[src/rtl/pt_pkg.sv]
package pt_pkg;

    localparam int DATA_W = 8;

    typedef enum logic [1:0] {
        ADR_COUNT  = 2'd0,
        ADR_PERIOD = 2'd1,
        ADR_CTRL   = 2'd2,
        ADR_NONE   = 2'd3
    } pt_addr_e;

    typedef struct packed {
        logic       rsvd;
        logic [3:0] post_sel;
        logic       run;
        logic [1:0] pre_sel;
    } pt_ctrl_t;

    // Terminal value of the prescale divider for a select code.
    function automatic logic [3:0] pre_last(input logic [1:0] sel);
        case (sel)
            2'b00:   pre_last = 4'd0;
            2'b01:   pre_last = 4'd3;
            default: pre_last = 4'd15;
        endcase
    endfunction

endpackage

[src/rtl/pt_prescaler.sv]
module pt_prescaler #(
    parameter int PRE_W = 4
) (
    input  logic       clk,
    input  logic       rst,
    input  logic       tick_i,
    input  logic       run_i,
    input  logic       clr_i,
    input  logic [1:0] sel_i,
    output logic       ptick_o
);
    logic [PRE_W-1:0] div_q;
    logic [PRE_W-1:0] last;
    logic             wrap;

    assign last    = PRE_W'(pt_pkg::pre_last(sel_i));
    assign wrap    = (div_q >= last);
    assign ptick_o = tick_i & run_i & ~clr_i & wrap;

    always_ff @(posedge clk) begin
        if (rst || clr_i) begin
            div_q <= '0;
        end else if (tick_i && run_i) begin
            div_q <= wrap ? '0 : div_q + 1'b1;
        end
    end
endmodule

[src/rtl/pt_counter.sv]
module pt_counter #(
    parameter int CNT_W = 8
) (
    input  logic             clk,
    input  logic             rst,
    input  logic             ptick_i,
    input  logic             wr_i,
    input  logic [CNT_W-1:0] wdata_i,
    input  logic [CNT_W-1:0] period_i,
    output logic [CNT_W-1:0] count_o,
    output logic             hit_o,
    output logic             match_o
);
    logic [CNT_W-1:0] cnt_q;
    logic             at_end;

    assign at_end  = (cnt_q == period_i);
    assign hit_o   = ptick_i & ~wr_i & at_end;
    assign count_o = cnt_q;

    always_ff @(posedge clk) begin
        if (rst) begin
            cnt_q   <= '0;
            match_o <= 1'b0;
        end else begin
            match_o <= hit_o;
            if (wr_i) begin
                cnt_q <= wdata_i;
            end else if (ptick_i) begin
                cnt_q <= at_end ? '0 : cnt_q + 1'b1;
            end
        end
    end
endmodule

[src/rtl/pt_postscaler.sv]
module pt_postscaler #(
    parameter int SEL_W = 4
) (
    input  logic             clk,
    input  logic             rst,
    input  logic             clr_i,
    input  logic             evt_i,
    input  logic [SEL_W-1:0] sel_i,
    output logic             done_o
);
    logic [SEL_W-1:0] n_q;

    assign done_o = evt_i & ~clr_i & (n_q == sel_i);

    always_ff @(posedge clk) begin
        if (rst || clr_i) begin
            n_q <= '0;
        end else if (evt_i) begin
            n_q <= done_o ? '0 : n_q + 1'b1;
        end
    end
endmodule

[src/rtl/period_timer.sv]
module period_timer #(
    parameter int CNT_W  = pt_pkg::DATA_W,
    parameter int PRE_W  = 4,
    parameter int POST_W = 4
) (
    input  logic             clk,
    input  logic             rst,
    input  logic             tick_i,
    input  logic             reg_we_i,
    input  logic [1:0]       reg_addr_i,
    input  logic [CNT_W-1:0] reg_wdata_i,
    output logic [CNT_W-1:0] reg_rdata_o,
    input  logic             flag_clr_i,
    output logic             match_o,
    output logic             irq_flag_o
);
    import pt_pkg::*;

    pt_ctrl_t         ctrl_q;
    logic [CNT_W-1:0] period_q;
    logic [CNT_W-1:0] count_q;
    logic             flag_q;
    logic             wr_cnt;
    logic             wr_ctl;
    logic             wr_per;
    logic             scl_clr;
    logic             ptick;
    logic             hit;
    logic             flag_set;
    logic             run_q;

    assign wr_cnt  = reg_we_i && (pt_addr_e'(reg_addr_i) == ADR_COUNT);
    assign wr_per  = reg_we_i && (pt_addr_e'(reg_addr_i) == ADR_PERIOD);
    assign wr_ctl  = reg_we_i && (pt_addr_e'(reg_addr_i) == ADR_CTRL);
    assign scl_clr = wr_cnt | wr_ctl;
    assign run_q   = ctrl_q.run;

    always_ff @(posedge clk) begin
        if (rst) begin
            ctrl_q   <= '0;
            period_q <= '1;
        end else begin
            if (wr_ctl) begin
                ctrl_q      <= pt_ctrl_t'(reg_wdata_i[7:0]);
                ctrl_q.rsvd <= 1'b0;
            end
            if (wr_per) begin
                period_q <= reg_wdata_i;
            end
        end
    end

    pt_prescaler #(.PRE_W(PRE_W)) u_pre (
        .clk     (clk),
        .rst     (rst),
        .tick_i  (tick_i),
        .run_i   (ctrl_q.run),
        .clr_i   (scl_clr),
        .sel_i   (ctrl_q.pre_sel),
        .ptick_o (ptick)
    );

    pt_counter #(.CNT_W(CNT_W)) u_cnt (
        .clk      (clk),
        .rst      (rst),
        .ptick_i  (ptick),
        .wr_i     (wr_cnt),
        .wdata_i  (reg_wdata_i),
        .period_i (period_q),
        .count_o  (count_q),
        .hit_o    (hit),
        .match_o  (match_o)
    );

    pt_postscaler #(.SEL_W(POST_W)) u_post (
        .clk    (clk),
        .rst    (rst),
        .clr_i  (scl_clr),
        .evt_i  (hit),
        .sel_i  (POST_W'(ctrl_q.post_sel)),
        .done_o (flag_set)
    );

    always_ff @(posedge clk) begin
        if (rst) begin
            flag_q <= 1'b0;
        end else if (flag_set) begin
            flag_q <= 1'b1;
        end else if (flag_clr_i) begin
            flag_q <= 1'b0;
        end
    end
    assign irq_flag_o = flag_q;

    always_comb begin
        case (pt_addr_e'(reg_addr_i))
            ADR_COUNT:  reg_rdata_o = count_q;
            ADR_PERIOD: reg_rdata_o = period_q;
            ADR_CTRL:   reg_rdata_o = CNT_W'(ctrl_q);
            default:    reg_rdata_o = '0;
        endcase
    end
endmodule

[config.mk]
export PLATFORM = sky130hd
export DESIGN_NAME = period_timer
export DESIGN_NICKNAME = d
export VERILOG_FILES = /design/src/rtl/pt_pkg.sv /design/src/rtl/pt_prescaler.sv /design/src/rtl/pt_counter.sv /design/src/rtl/pt_postscaler.sv /design/src/rtl/period_timer.sv
export SDC_FILE = /design/constraint.sdc
export NUM_CORES = 1
export LEC_CHECK = 0
export ABC_AREA = 1
export BUFFER_PORTS_ARGS = -buffer_cell sky130_fd_sc_hd__buf_2
export CAP_MARGIN = 20
export CORE_AREA = 4 4 94 87
export DETAILED_ROUTE_END_ITERATION = 10
export DIE_AREA = 0 0 98 91
export PLACE_DENSITY = 0.5
export SYNTH_ARGS = -nofsm -noshare
export SYNTH_HDL_FRONTEND = slang
export SYNTH_HIERARCHICAL = 1
export SYNTH_SLANG_ARGS = --single-unit
[constraint.sdc]
create_clock -name clk -period 1.9 [get_ports clk]
set_input_delay 0.285 -clock clk [delete_from_list [all_inputs] [get_ports clk]]
set_output_delay 0.285 -clock clk [all_outputs]
set_load 0.02 [all_outputs]
==> metrics <==
CTS tree yes; count of cell types in the netlist 28; Total GRT Usage 0.1256; vias in the first global route 1974; Slew @ Worst Pin 0.5441 ns; Setup CP Type reg -> reg; antenna violations before repair 0; commonest non-fill, non-tap cells in the layout nand2_1 (85), nor2_1 (33), inv_1 (32), dfxtp_1 (31), buf_4 (25); # hold bufs at CTS 0; core area 0.007076 mm2; synthesis-to-layout area growth 27.66%; I/O pin count 25; clock skew 0.004767 ns; Post-Layout Inst Area around 0.0027 mm2; Root Driver clkbuf_8; Slew Limit Fails 0; Die Ht slightly above 90 um; layout cells sized above 1 0.3144; Syn Std Cell Area roughly 0.0021 mm2; crit path DAT 2.07 ns; CP Launch Type flop; Total Neg Setup Slack 0 ns; first drt pass iteration count 4; Filler Cells Inserted approximately 760; most common cell after layout, fill and taps aside nand2_1; maxcap violations 0; Cell Chain, Critical Path nor2_2 > inv_2 > ha_4 > nand4_1 > nand3_2 > nand2_2 > inv_2 > clkinv_4 > nor3_4 > nand2_1 > a21oi_2 > nand3_2 > nand2_2 > nor2_1; Max Clock Freq between 500 and 600 MHz; final WL roughly 5400 um; CTS sink cnt 33; Critical Path End Type flop; Final Hold Viols 0; row cnt 29; Seq cells post-synth 33; cell count after synthesis between 300 and 400; wire length per cell about 12 um; Antenna Nets Post-Route 0; Slew headroom 0.6368; via count normalized by instance count approximately 4.4; slowest cell on the critical path dfxtp_2; leakage between 1 and 1.5 nW; Max Root-Sink Buffers 2; CP peak stage delay between 0.3 and 0.4 ns; worst min path class in -> reg; die width between 90 and 100 um; I/O Buffers 24; Post-Syn Nets 324; worst setup margin ~0.017 ns; NumNets Final approximately 370; Post-Syn Area per Cell 6.964 um2; gpl congestion 0.8140; Crit path required time 2.08 ns; ANT cells 0; Yosys Warn Count 6; remaining global-route overflow 0; starting density of the core 0.2973; wire length of the first global-routing pass roughly 9000 um; unrepaired setup endpoints after global routing true; dpl ws -0.09655 ns; post-DP HPWL ~4000 um; pin count of the biggest net entering global routing 16; drt drc 0; minimum period implied by the final worst setup slack between 1.5 and 2 ns; cts bufs inserted 5; Crit Path Max Fanout 4; VDD IR max approximately 290 uV; pwr dens 639.1 mW/mm2; Final setup viols 0; outcome finished clean; clk_lat worst skew just under 0.3 ns; crit share post-route 0.9910; Seq/Total Area, Yosys 0.3141; H-Tree Depth 2; placed instance area 0.002456 mm2; Clk pin slew, worst setup/hold paths 0.07 ns; initial DRC count 81; die area 0.008918 mm2; Vias between 1500 and 2000
-- power by group --
part | internal (mW) | total (mW) | switching, mW
logic | 0.116 | 0.284 | 0.168
registers | 0.716 | 0.741 | 0.0249
clock network | 0.428 | 0.691 | 0.264
total | 1.26 | 1.72 | 0.456
-- state kept, by name (all words and copies together), names as in the netlist --
register	flops
ctrl_q	6
irq_flag_o	1
period_q	8
run_q	1
u_cnt/count_o	8
u_cnt/match_o	1
u_post/n_q	4
u_pre/div_q	4
-- synthesized netlist by cell type --
cell type | n | area share
nor2_8 | 1 | 0.0095
a21oi_1 | 4 | 0.0095
mux2i_1 | 2 | 0.0095
o21ai_0 | 2 | 0.0048
nand3_2 | 10 | 0.048
nand3_4 | 1 | 0.0083
a22oi_1 | 8 | 0.029
nand3b_1 | 2 | 0.0071
buf_2 | 3 | 0.0071
nor3_1 | 1 | 0.0024
nand2_1 | 86 | 0.15
a21oi_2 | 8 | 0.033
nor2_4 | 1 | 0.0054
nor4_2 | 1 | 0.0059
nand2_2 | 6 | 0.018
ha_1 | 7 | 0.042
nand3_1 | 24 | 0.057
nand2_4 | 1 | 0.0054
buf_1 | 1 | 0.0018
xor2_1 | 6 | 0.025
inv_1 | 36 | 0.064
inv_2 | 5 | 0.0089
nor2_2 | 6 | 0.018
nor2_1 | 35 | 0.062
dfxtp_1 | 33 | 0.31
nand4_1 | 2 | 0.0059
xnor2_1 | 7 | 0.029
buf_6 | 3 | 0.016
-- routing by layer --
| layer | vias up | GRT usage | part of all wire |
|---|---|---|---|
| met2 | 27 | 0.2075 | 0.47 |
| met5 | - | 0 | 0 |
| met1 | 872 | 0.1626 | 0.49 |
| met4 | 0 | 0.03922 | 0.0099 |
| met3 | 6 | 0.02912 | 0.034 |
| li1 | 1047 | - | - |
-- layout make-up --
type,instances,area (um2),share of cell area
tap,93,116.4,0.04334
clock inverter,1,30.03,0.01118
timing repair buffer,50,327.8,0.1221
sequential,33,663.1,0.2470
clock buffer,7,86.33,0.03215
multi-input combinational,221,1303,0.4851
inverter,41,158.9,0.05918
-- per-stage QoR --
stage          total power, mW  utilization  std cells  hold WS (ns)
6_report                 1.716       0.3795        446        0.2750
5_1_grt                  1.819       0.3795        446        0.2796
4_1_cts                  1.740       0.3714        443        0.2651
3_5_place_dp             1.020       0.3471        433        0.4731
3_3_place_gp             1.016       0.3471        433        0.4598
2_1_floorplan           0.9229            -        302        0.3574
-- final timing paths --
path | from | to | slack [ns] | cells past startpoint
worst max-delay path | ctrl_q[0]$_SDFFE_PP0P_ | u_post/n_q[1]$_SDFFE_PP0P_ | 0.02 | 14
worst min register to register | irq_flag_o$_SDFFE_PP0P_ | irq_flag_o$_SDFFE_PP0P_ | 0.49 | 2
worst max register to register | ctrl_q[0]$_SDFFE_PP0P_ | u_post/n_q[1]$_SDFFE_PP0P_ | 0.02 | 14
worst min-delay path | reg_wdata_i[7] | period_q[7]$_SDFFE_PP1P_ | 0.28 | 3
-- kinds of logic (layout without fill, tap and decap cells) --
group                      count (synthesis)  in the layout  share of synthesized area
DFF                                       33             33                     0.3141
buffers and inverters                     48             99                    0.09815
xor gates and xnor gates                  13             13                    0.05413
AOI/OAI and AO/OA                         22             22                    0.07615
and+or+nand+nor                          177            177                     0.4063
muxes                                      2              2                   0.009519
adders and majority gates                  7              7                    0.04164
-- critical path, delay by kind of cell (launching register included) --
kind / cells / cell delay [ns]
AOI/OAI and AO/OA: 1 / 0.12
and+or+nand+nor: 9 / 0.87
buffers and inverters: 3 / 0.21
DFF: 1 / 0.33
adders and majority gates: 1 / 0.25
-- what timing repair did --
item                                    in CTS  in global routing
pin swaps                                    8                  0
resized for setup                           10                  7
setup buffers                                2                  3
endpoints found under the setup margin      13                  9
Note: power is estimated with default switching activity, not from simulation.
